===== src/rtl/lpad_pkg.sv =====
package lpad_pkg;
  localparam logic [6:0] OPC_JALR  = 7'b1100111;
  localparam logic [6:0] OPC_AUIPC = 7'b0010111;
  localparam int         LABEL_W   = 20;
  localparam int         LABEL_LSB = 12;
  localparam int         NUM_EXEMPT = 3;
  // jump sources that never arm the expectation: two link registers and the guarded-jump register
  localparam logic [4:0] EXEMPT_RS1 [NUM_EXEMPT] = '{5'd1, 5'd5, 5'd7};

  typedef struct packed {
    logic               tracked_jump;
    logic               pad;
    logic [LABEL_W-1:0] pad_label;
  } dec_t;
endpackage


===== src/rtl/lpad_decode.sv =====
module lpad_decode
  import lpad_pkg::*;
(
  input  logic [31:0] insn,
  output dec_t        dec
);
  logic       jalr32, jump16, ijump, exempt;
  logic [4:0] src;

  assign jalr32 = (insn[6:0] == OPC_JALR) && (insn[14:12] == 3'b000);
  assign jump16 = (insn[1:0] == 2'b10) && (insn[15:13] == 3'b100) &&
                  (insn[6:2] == 5'd0) && (insn[11:7] != 5'd0);
  assign ijump  = jalr32 || jump16;
  assign src    = jalr32 ? insn[19:15] : insn[11:7];

  always_comb begin
    exempt = 1'b0;
    for (int i = 0; i < NUM_EXEMPT; i++) begin
      if (src == EXEMPT_RS1[i]) exempt = 1'b1;
    end
  end

  always_comb begin
    dec.tracked_jump = ijump && !exempt;
    dec.pad          = (insn[6:0] == OPC_AUIPC) && (insn[11:7] == 5'd0);
    dec.pad_label    = insn[31:12];
  end
endmodule


===== src/rtl/lpad_label_match.sv =====
module lpad_label_match
  import lpad_pkg::*;
#(
  parameter int XLEN = 32
) (
  input  logic [LABEL_W-1:0] pad_label,
  input  logic [XLEN-1:0]    x7_val,
  input  logic [1:0]         pc_low,
  output logic               accept
);
  logic [LABEL_W-1:0] want;
  logic               any_label;

  assign want      = x7_val[LABEL_LSB+LABEL_W-1:LABEL_LSB];
  assign any_label = (pad_label == '0);
  assign accept    = (pc_low == 2'b00) && (any_label || (pad_label == want));
endmodule


===== src/rtl/lpad_track.sv =====
module lpad_track
  import lpad_pkg::*;
#(
  parameter int XLEN       = 32,
  parameter int CAUSE_W    = 6,
  parameter int CAUSE_CODE = 18,
  parameter int TVAL_CODE  = 2
) (
  input  logic               clk,
  input  logic               rst,
  input  logic               enforce_en,
  input  logic               ret_valid,
  input  logic               tracked_jump,
  input  logic               pad_ok,
  input  logic [XLEN-1:0]    ret_pc,
  output logic               exc_valid,
  output logic [CAUSE_W-1:0] exc_cause,
  output logic [XLEN-1:0]    exc_tval,
  output logic [XLEN-1:0]    exc_pc
);
  logic armed;

  always_ff @(posedge clk) begin
    if (rst) begin
      armed     <= 1'b0;
      exc_valid <= 1'b0;
      exc_cause <= '0;
      exc_tval  <= '0;
      exc_pc    <= '0;
    end else begin
      exc_valid <= 1'b0;
      if (!enforce_en) begin
        armed <= 1'b0;
      end else if (ret_valid) begin
        if (armed) begin
          armed <= 1'b0;
          if (!pad_ok) begin
            exc_valid <= 1'b1;
            exc_cause <= CAUSE_W'(CAUSE_CODE);
            exc_tval  <= XLEN'(TVAL_CODE);
            exc_pc    <= ret_pc;
          end
        end else begin
          armed <= tracked_jump;
        end
      end
    end
  end
endmodule


===== src/rtl/lpad_cfi_guard.sv =====
module lpad_cfi_guard
  import lpad_pkg::*;
#(
  parameter int XLEN       = 32,
  parameter int CAUSE_W    = 6,
  parameter int CAUSE_CODE = 18,
  parameter int TVAL_CODE  = 2
) (
  input  logic               clk,
  input  logic               rst,
  input  logic               enforce_en,
  input  logic               ret_valid,
  input  logic [31:0]        ret_insn,
  input  logic [XLEN-1:0]    ret_pc,
  input  logic [XLEN-1:0]    x7_val,
  output logic               exc_valid,
  output logic [CAUSE_W-1:0] exc_cause,
  output logic [XLEN-1:0]    exc_tval,
  output logic [XLEN-1:0]    exc_pc
);
  dec_t dec;
  logic label_ok;
  logic unused_x7;

  assign unused_x7 = ^x7_val;

  lpad_decode u_dec (
    .insn (ret_insn),
    .dec  (dec)
  );

  lpad_label_match #(.XLEN(XLEN)) u_match (
    .pad_label (dec.pad_label),
    .x7_val    (x7_val),
    .pc_low    (ret_pc[1:0]),
    .accept    (label_ok)
  );

  lpad_track #(
    .XLEN(XLEN), .CAUSE_W(CAUSE_W),
    .CAUSE_CODE(CAUSE_CODE), .TVAL_CODE(TVAL_CODE)
  ) u_track (
    .clk          (clk),
    .rst          (rst),
    .enforce_en   (enforce_en),
    .ret_valid    (ret_valid),
    .tracked_jump (dec.tracked_jump),
    .pad_ok       (dec.pad && label_ok),
    .ret_pc       (ret_pc),
    .exc_valid    (exc_valid),
    .exc_cause    (exc_cause),
    .exc_tval     (exc_tval),
    .exc_pc       (exc_pc)
  );
endmodule


===== config.mk =====
export PLATFORM = sky130hd
export DESIGN_NAME = lpad_cfi_guard
export DESIGN_NICKNAME = d
export VERILOG_FILES = /design/src/rtl/lpad_pkg.sv /design/src/rtl/lpad_decode.sv /design/src/rtl/lpad_label_match.sv /design/src/rtl/lpad_track.sv /design/src/rtl/lpad_cfi_guard.sv
export SDC_FILE = /design/constraint.sdc
export NUM_CORES = 1
export LEC_CHECK = 0
export BUFFER_PORTS_ARGS = -buffer_cell sky130_fd_sc_hd__buf_4
export CAP_MARGIN = 25
export CELL_PAD_IN_SITES_DETAIL_PLACEMENT = 1
export CELL_PAD_IN_SITES_GLOBAL_PLACEMENT = 1
export CORE_MARGIN = 3
export CORE_UTILIZATION = 24
export DETAILED_ROUTE_END_ITERATION = 10
export HOLD_SLACK_MARGIN = 0.12
export PLACE_DENSITY = 0.73
export REMOVE_ABC_BUFFERS = 1
export SLEW_MARGIN = 20
export SYNTH_ARGS = -nofsm -noshare
export SYNTH_HDL_FRONTEND = slang
export SYNTH_SLANG_ARGS = --single-unit

===== constraint.sdc =====
create_clock -name clk -period 1.85 [get_ports clk]
set_clock_uncertainty 0.2 [all_clocks]
set_input_delay 0.37 -clock clk [delete_from_list [all_inputs] [get_ports clk]]
set_output_delay 0.37 -clock clk [all_outputs]
set_load 0.03 [all_outputs]

Yosys cells after proc, flatten, opt, wreduce, memory -nomap -nowiden
Cells that the tools add are included.
Widths: inputs -> output; s select.
{ "totals": {"regBits": 36, "latch_bits": 0, "ram_bits": 0, "rom_bits": 0, "in_bits": 100, "output_inout_bits": 71, "wordCells": 43, "mem_count": 0} }
{ "op_classes": {"n_addsub": 0, "multipliers": 0, "div": 0, "order_cmp": 0, "n_eq_ne": 8, "shifts": 0, "n_mux": 6, "bitwise_logic": 4, "reduce_logical": 20} }
{ "ops": {"columns": ["operator", "n"], "rows": [
  ["$eq 20x20->1", 1],
  ["$logic_not 20->1", 1],
  ["$eq 5x3->1 const B", 2],
  ["$logic_not 5->1", 2],
  ["$logic_and 1x1->1", 8],
  ["$eq 7x5->1 const B", 1],
  ["$eq 7x7->1 const B", 1],
  ["$eq 5x1->1 const B", 1],
  ["$mux 1", 5],
  ["$mux 5", 1],
  ["$reduce_bool 5->1", 1],
  ["$not 1->1", 4],
  ["$reduce_and 4->1", 1],
  ["$reduce_or 4->1", 1],
  ["$eq 3x3->1 const B", 1],
  ["$logic_not 3->1", 1],
  ["$eq 2x2->1 const B", 1],
  ["$logic_not 2->1", 1],
  ["$logic_or 1x1->1", 2],
  ["$reduce_or 2->1", 1],
  ["$logic_not 1->1", 1]
]} }

Logic depth before layout (Yosys ltp)
Gate-level depths: netlist (run 1).
{ "logic_depth": {"word_depth": 10, "ltp_mapped": 7} }

Cells and area by module
A second synthesis (run 1) with hierarchy kept.
{ "unflattened": {"cells_unflattened": 260, "area_unflattened_um2": 2382.3} }
{ "modules_own_cells": {"columns": ["module", "n_inst", "cells_per_inst", "area_per_inst_um2"], "rows": [
  ["lpad_track", 1, 189, 1858.0],
  ["lpad_label_match", 1, 36, 270.3],
  ["lpad_decode", 1, 34, 247.7],
  ["lpad_cfi_guard", 1, 1, 6.3]
]} }

Worst setup path before layout (run 1)
No wires, ideal clock.
{ "synth_timing": {"kind": "input port to flip-flop", "startpoint": "input ret_insn[18]", "endpoint": "register u_track.exc_cause[1] (netlist name)", "setup_ps": 115, "arrival_ps": 1668, "required_time_ps": 1535, "setup_slack_ps": -133, "stages": 7, "n_path_buf": 1, "cell_sequence": "xor2_1 -> nor4_1 -> nand3_1 -> nor4_2 -> nor3_4 -> buf_6 -> o21ba_1"} }
{ "synth_via": {"elab_chain_cells": 6} }
{ "synth_rtl": {"columns": ["element", "line_no", "text"], "rows": [
  ["start: declaration", "lpad_cfi_guard.sv:13", "input logic [31:0] ret_insn,"],
  ["$eq 20x20->1 or $logic_not 20->1 (tied branches)", "lpad_label_match.sv:16, lpad_label_match.sv:15", null],
  ["$logic_or 1x1->1 (*)", "lpad_label_match.sv:16", "assign accept = (pc_low == 2'b00) && (any_label || (pad_label == want));"],
  ["$logic_and 1x1->1 (*)", "lpad_label_match.sv:16", null],
  ["$logic_and 1x1->1 (*)", "lpad_cfi_guard.sv:48", ".pad_ok (dec.pad && label_ok),"],
  ["$not 1->1 (no line) (*)", null, null],
  ["$reduce_and 4->1 (no line) (*)", null, null]
]} }
Every way passes the cells marked *; elsewhere a longest branch is shown, timed or not.
A chain may end at the register's enable or synchronous reset.

Worst setup path in the final report (run 1)
{ "layout_timing": {"startpoint": "input ret_insn[15]", "endpoint": "register u_track.exc_cause[1] (netlist name)"} }
{ "layout_via": {"elab_chain_cells": 6} }
{ "layout_rtl": {"columns": ["element", "line_no"], "rows": [
  ["$eq 20x20->1 or $logic_not 20->1 (tied branches)", "lpad_label_match.sv:16, lpad_label_match.sv:15"],
  ["$logic_or 1x1->1 (*)", "lpad_label_match.sv:16"],
  ["$logic_and 1x1->1 (*)", "lpad_label_match.sv:16"],
  ["$logic_and 1x1->1 (*)", "lpad_cfi_guard.sv:48"],
  ["$not 1->1 (no line) (*)", null],
  ["$reduce_and 4->1 (no line) (*)", null]
]} }
Marked as above.

==> qor.csv, run 1 <==
stage,metric,value,unit
critical_path,Critical Path RT,1820,ps
power,total power,0.001795,W
cells_and_area,footprint of the multi-input gates,1330,sq um
yosys,post-synthesis mux area share,14.57,%
yosys,most instantiated cells after synthesis,"nand2b_1, buf_4, dfxtp_1",
cells_and_area,Final Core Density,38.86,%
min_path,worst hold start,enforce_en,
grt,first-pass GRT wire length,9825,um
sta,Hold Worst Slack,137.0,ps
place,IO buf count,123,
detailed_routing,via count,2046,
grt,initial antenna violation count,0,
yosys,post-synthesis sequential area ratio,31.87,%
critical_path,Reg2Reg Capture Point,u_track.exc_pc[0],
yosys,Synth Flop Type,dfxtp_1,
critical_path,Crit Path Max Fanout,11,
cts,clock latency on the worst-skew pair,280,ps
yosys,Mapped Area,2198,sq um
power,cell area power density,524.6,nW/um^2
floorplanning,die area,10340,sq um
job,Max Cap Viol,0,
cts,H-tree Lvls,2,
detailed_routing,Avg WL per Cell,14.07,um
floorplanning,area of the core,8806,sq um
cts,# hold bufs at CTS,0,
floorplanning,Ports,171,
place,Inst Count DP,476,
floorplanning,Rows,34,
cells_and_area,final net count,477,
critical_path,path depth of the worst reg2reg path,4,
yosys,Post-Synth Adder-Cell Area,0,%
cells_and_area,FF/Latch Area,700.7,sq um
yosys,Cell variety after synth,27,
status,status,"complete, but fails checks",
yosys,post-synthesis register bit count,35,
yosys,Post-Syn Instances,237,
critical_path,critical path's slowest cell,nor4_4,
power,Max VDD drop,0.0002281,V
grt,vias in the first global route,2091,
place,GP Congestion,0.7923,
yosys,"count leader, synth",nand2b_1,
critical_path,critical path type,in2reg,
detailed_routing,Post-DRT Antenna Nets,0,
critical_path,CP cell instances,buf_8 > xor2_2 > nor4_2 > nand3_1 > nor4_4 > nor3_4 > buf_12 > o21ba_1,
detailed_routing,final wirelength,6840,um
yosys,Synth Warn #,0,
cells_and_area,Fill cells,1064,
sta,Hold Fails Final Rpt,0,
yosys,Post-Synth XOR/XNOR Area,7.968,%
critical_path,worst r2r src,u_track.armed,
cts,CTS tree,done,
yosys,mean post-synth cell area,9.276,sq um
sta,fmax,506.0,MHz
detailed_routing,drt drc,0,
critical_path,critical path's largest stage delay,340,ps
cells_and_area,share of layout cells above drive strength 1,42.59,%
min_path,Min-Delay Endpoint,u_track.armed,
yosys,Synth Area in Compound Gates,1.764,%
cells_and_area,ANT cells,0,
sta,RSZ-0062 raised after global routing,true,
min_path,WHS Path Cells,3,
floorplanning,Initial Util,24.96,%
critical_path,Worst Path Arrival,1950,ps
cts,Clock transition at path regs,70,ps
min_path,Hold Path Class,in2reg,
critical_path,Worst Setup End Kind,flop,
detailed_routing,vias per cell,4.210,
detailed_routing,initial drt markers,53,
sta,fin. max-slew vios,0,
sta,Tmin final,1976,ps
cts,clock sinks,35,
yosys,"top cells by area, synth","dfxtp_1, nand2b_1, mux2i_1",
cells_and_area,P&R area growth vs syn,55.66,%
grt,grt ovf,0,
yosys,largest family of logic cells by synthesized area,simple AND/OR/NAND/NOR gates,
status,failing checks,setup timing,
place,post-detail-place hpwl,5362,um
detailed_routing,drt first pass iters,4,
yosys,cell type with the largest total area after synthesis,dfxtp_1,
cts,"buffers from clock root to sink, at most",2,
yosys,Post-Synth Simple-Gate Area,28.12,%
grt,total track usage,11.95,%
yosys,number of synthesized flops with an enable pin,0,
sta,final setup vio count,34,
place,post-place setup slack,-522.0,ps
sta,slack of the critical path,-126.4,ps
critical_path,R2R Setup Slk,230,ps
power,Static Leak,1.508,nW
cts,CTS Buf Count,5,
grt,largest net degree at the start of global routing,68,
cells_and_area,Final Non-Filler Cells,486,
floorplanning,Die Width,101.7,um
yosys,post-synth top area share,31.87,%
sta,fin crit share,106.8,%
critical_path,crit path launch type,input pin,
cts,Root Driver,clkbuf_8,
floorplanning,die height,101.7,um
yosys,asr flop ratio synth,0,%
area by class of cell:
type | instances | share of cell area (%)
multi-input cells | 188 | 38.87
inverters | 1 | 0.1097
flip-flops and latches | 35 | 20.48
repair buffers | 146 | 33.67
clock buffers | 8 | 2.925
well taps | 108 | 3.949
cell families after synthesis:
group | after synthesis
flops | 35
buf+inv | 48
xor+xnor | 20
simple gates | 95
other cells | 1
compound gates | 6
mux | 32
how the worst max path moves through the flow:
stage	start	end	slack (ps)	depth (start not counted)
3_5_place_dp	ret_insn[15]	u_track.exc_pc[0]	-520	8
3_3_place_gp	ret_insn[15]	u_track.exc_pc[20]	-520	8
6_report	ret_insn[15]	u_track.exc_cause[1]	-130	8
4_1_cts	ret_insn[15]	u_track.exc_cause[1]	-100	8
2_1_floorplan	ret_insn[0]	u_track.exc_pc[0]	-590	5
5_1_grt	ret_insn[15]	u_track.exc_cause[1]	-170	8
flip-flops by register name (all words and copies together) (netlist names):
signal,count
u_track.exc_valid,1
u_track.exc_pc,32
u_track.exc_cause,1
u_track.armed,1
cell usage in the layout, fill, tap and decap left out, types with 3 or more instances in the layout:
cell type / count
clkbuf_8: 7
buf_6: 3
nor4_2: 3
mux2i_1: 32
xor2_1: 11
dfxtp_1: 35
buf_4: 139
nor4_1: 5
conb_1: 35
nand4_1: 4
xnor2_1: 8
nand2b_1: 66
report_power, final:
group | internal (W) | total [W] | leakage [nW] | switching (W)
clock | 0.000340 | 0.000603 | 0.0515 | 0.000263
sequential | 0.000757 | 0.000760 | 0.282 | 0.00000248
combinational | 0.000217 | 0.000433 | 1.17 | 0.000216
total | 0.00131 | 0.00180 | 1.51 | 0.000482
routing by layer:
layer / global-route usage, % / vias up / share of wire [%]
li1: - / 992 / -
met1: 12.45 / 938 / 36
met2: 22.64 / 112 / 52
met3: 4.201 / 4 / 11
met4: 3.067 / 0 / 0.66
met5: 0 / - / 0
repair_timing:
action / CTS / global route
endpoints found under the setup margin: 34 / 34
buffers inserted: 1 / 0
pin swaps: 1 / 0
cloned: 0 / 1
gates resized for setup: 8 / 6
worst max-delay path, delay by kind of cell:
family	cells	cell delay (ps)
AO/OA/AOI/OAI	1	170
AND/OR/NAND/NOR	4	970
buffers and inverters	2	260
XOR/XNOR	1	170
through the flow:
stage	area [sq um]	TNS [ps]
CTS	3363	-1752
floorplan	1988	-20080
finish	3422	-3228
global placement	3217	-16890
detailed placement	3217	-16020
global route	3422	-4943
No activity file was read; power rests on OpenSTA's default activity.
==> run 2, diff against run 1 <==
SKIP_CTS_REPAIR_TIMING = 1   (was unset)
SLEW_MARGIN = unset   (was 20)
==> run 2 against run 1 <==
  * The flow still finishes with violations (setup timing)
  * Clock power barely moved
  * Setup slack improved by 6.0 ps
  * Via count rose by 0.68%
  * Core utilization rose by 0.23 points
  * Routed wire length fell by 0.22%
  * Register-to-register slack got worse by 60 ps
  * Critical path type unchanged
  * Largest cell class unchanged
==> qor.csv, run 2 (synthesis results as in run 1) <==
stage,metric,value,unit
cells_and_area,Fill cells,1064,
cells_and_area,share of layout cells above drive strength 1,43.01,%
sta,Tmin final,1970,ps
sta,slack of the critical path,-120.4,ps
cts,clock sinks,35,
critical_path,Worst Path Arrival,1950,ps
cells_and_area,"commonest non-fill, non-tap cells in the layout","buf_4, nand2b_1, conb_1, dfxtp_1, mux2i_1",
cells_and_area,P&R area growth vs syn,56.57,%
place,GP Congestion,0.7923,
detailed_routing,via count,2060,
cells_and_area,Largest Register,u_track.exc_pc,
grt,total track usage,11.71,%
cells_and_area,max reg flops,32,
floorplanning,die area,10340,sq um
place,post-detail-place hpwl,5362,um
grt,initial antenna violation count,0,
cells_and_area,final net count,478,
floorplanning,Ports,171,
cts,H-tree Lvls,2,
grt,grt ovf,0,
critical_path,Critical Path RT,1830,ps
critical_path,Worst Setup End Kind,flop,
detailed_routing,Avg WL per Cell,14.01,um
min_path,Hold Path Class,in2reg,
sta,fin. max-slew vios,0,
floorplanning,Initial Util,24.96,%
cells_and_area,ANT cells,0,
critical_path,Crit Path Max Fanout,6,
grt,first-pass GRT wire length,9646,um
grt,M3 GR Usage,4.132,%
power,cell area power density,521.0,nW/um^2
grt,most crowded layer after global routing,met2,
cells_and_area,Final Non-Filler Cells,487,
place,Inst Count DP,476,
detailed_routing,drt first pass iters,4,
sta,fmax,507.5,MHz
floorplanning,Rows,34,
power,Max VDD drop,0.0002272,V
critical_path,critical path type,in2reg,
floorplanning,die height,101.7,um
sta,Hold Fails Final Rpt,0,
cts,CTS tree,done,
cts,clock latency on the worst-skew pair,280,ps
grt,largest net degree at the start of global routing,68,
cts,"buffers from clock root to sink, at most",2,
cts,CTS Buf Count,5,
cts,Clock transition at path regs,70,ps
sta,Hold Worst Slack,136.9,ps
detailed_routing,final wirelength,6825,um
sta,RSZ-0062 raised after global routing,true,
cts,Root Driver,clkbuf_8,
grt,vias in the first global route,2075,
cells_and_area,"most common cell after layout, fill and taps aside",buf_4,
grt,M1 GR Usage,12.32,%
detailed_routing,vias per cell,4.230,
floorplanning,Die Width,101.7,um
critical_path,critical path's largest stage delay,340,ps
critical_path,CP cell instances,buf_8 > xor2_2 > nor4_2 > nand3_1 > nor4_4 > nor3_4 > buf_12 > o21ba_4,
detailed_routing,drt drc,0,
critical_path,crit path launch type,input pin,
sta,final setup vio count,34,
job,Max Cap Viol,0,
power,Static Leak,1.507,nW
grt,GR met2 Demand/Resource,21.98,%
detailed_routing,Post-DRT Antenna Nets,0,
sta,fin crit share,106.5,%
status,failing checks,setup timing,
critical_path,critical path's slowest cell,nor4_4,
detailed_routing,initial drt markers,51,
place,IO buf count,123,
status,status,"complete, but fails checks",
floorplanning,area of the core,8806,sq um
[run 2: cell type report]
| cell class | count | area, sq um | area share, % |
|---|---|---|---|
| Tap cell | 108 | 135.1 | 3.926 |
| Multi-Input combinational cell | 188 | 1336 | 38.82 |
| Clock buffer | 8 | 100.1 | 2.908 |
| Timing Repair Buffer | 147 | 1166 | 33.88 |
| Sequential cell | 35 | 700.7 | 20.36 |
| Inverter | 1 | 3.754 | 0.1091 |
[run 2: through the flow]
stage	utilization, %	total power (W)	worst slack [ps]	instance area, sq um	setup TNS [ps]
6_report	39.09	0.001793	-120.4	3442	-3012
5_1_grt	39.09	0.001895	-164.8	3442	-4890
4_1_cts	37.67	0.001819	-223.1	3317	-5760
3_5_place_dp	36.53	0.001197	-522.0	3217	-16020
3_3_place_gp	36.53	0.001191	-522.5	3217	-16890
2_1_floorplan	-	0.0009661	-594.5	1988	-20080
[run 2: path summary, 6_finish.rpt]
check / from / end / slack [ps] / cells past startpoint
worst max register to register: u_track.armed / u_track.exc_pc[0] / 170 / 4
worst min register to register: u_track.exc_pc[14] / u_track.exc_pc[14] / 280 / 2
worst max-delay path: ret_insn[15] / u_track.exc_cause[1] / -120 / 8
worst min-delay path: enforce_en / u_track.armed / 140 / 3
[run 2: worst max-delay path, delay by kind of cell]
kind | cells | cell delay, ps
AO/OA/AOI/OAI | 1 | 180
XOR/XNOR | 1 | 160
buffers and inverters | 2 | 260
AND/OR/NAND/NOR | 4 | 980
[run 2: report_power, final]
group	internal, W	total [W]	switching (W)
Combinational	0.000216	0.000431	0.000216
Sequential	0.000757	0.000760	0.00000251
Clock	0.000340	0.000603	0.000263
Total	0.00131	0.00179	0.000481
[run 2: routing by layer]
| metal | wire length [um] | share of wire (%) |
|---|---|---|
| met5 | 0 | 0 |
| met4 | 45 | 0.66 |
| met3 | 745 | 11 |
| met2 | 3518 | 52 |
| met1 | 2516 | 37 |
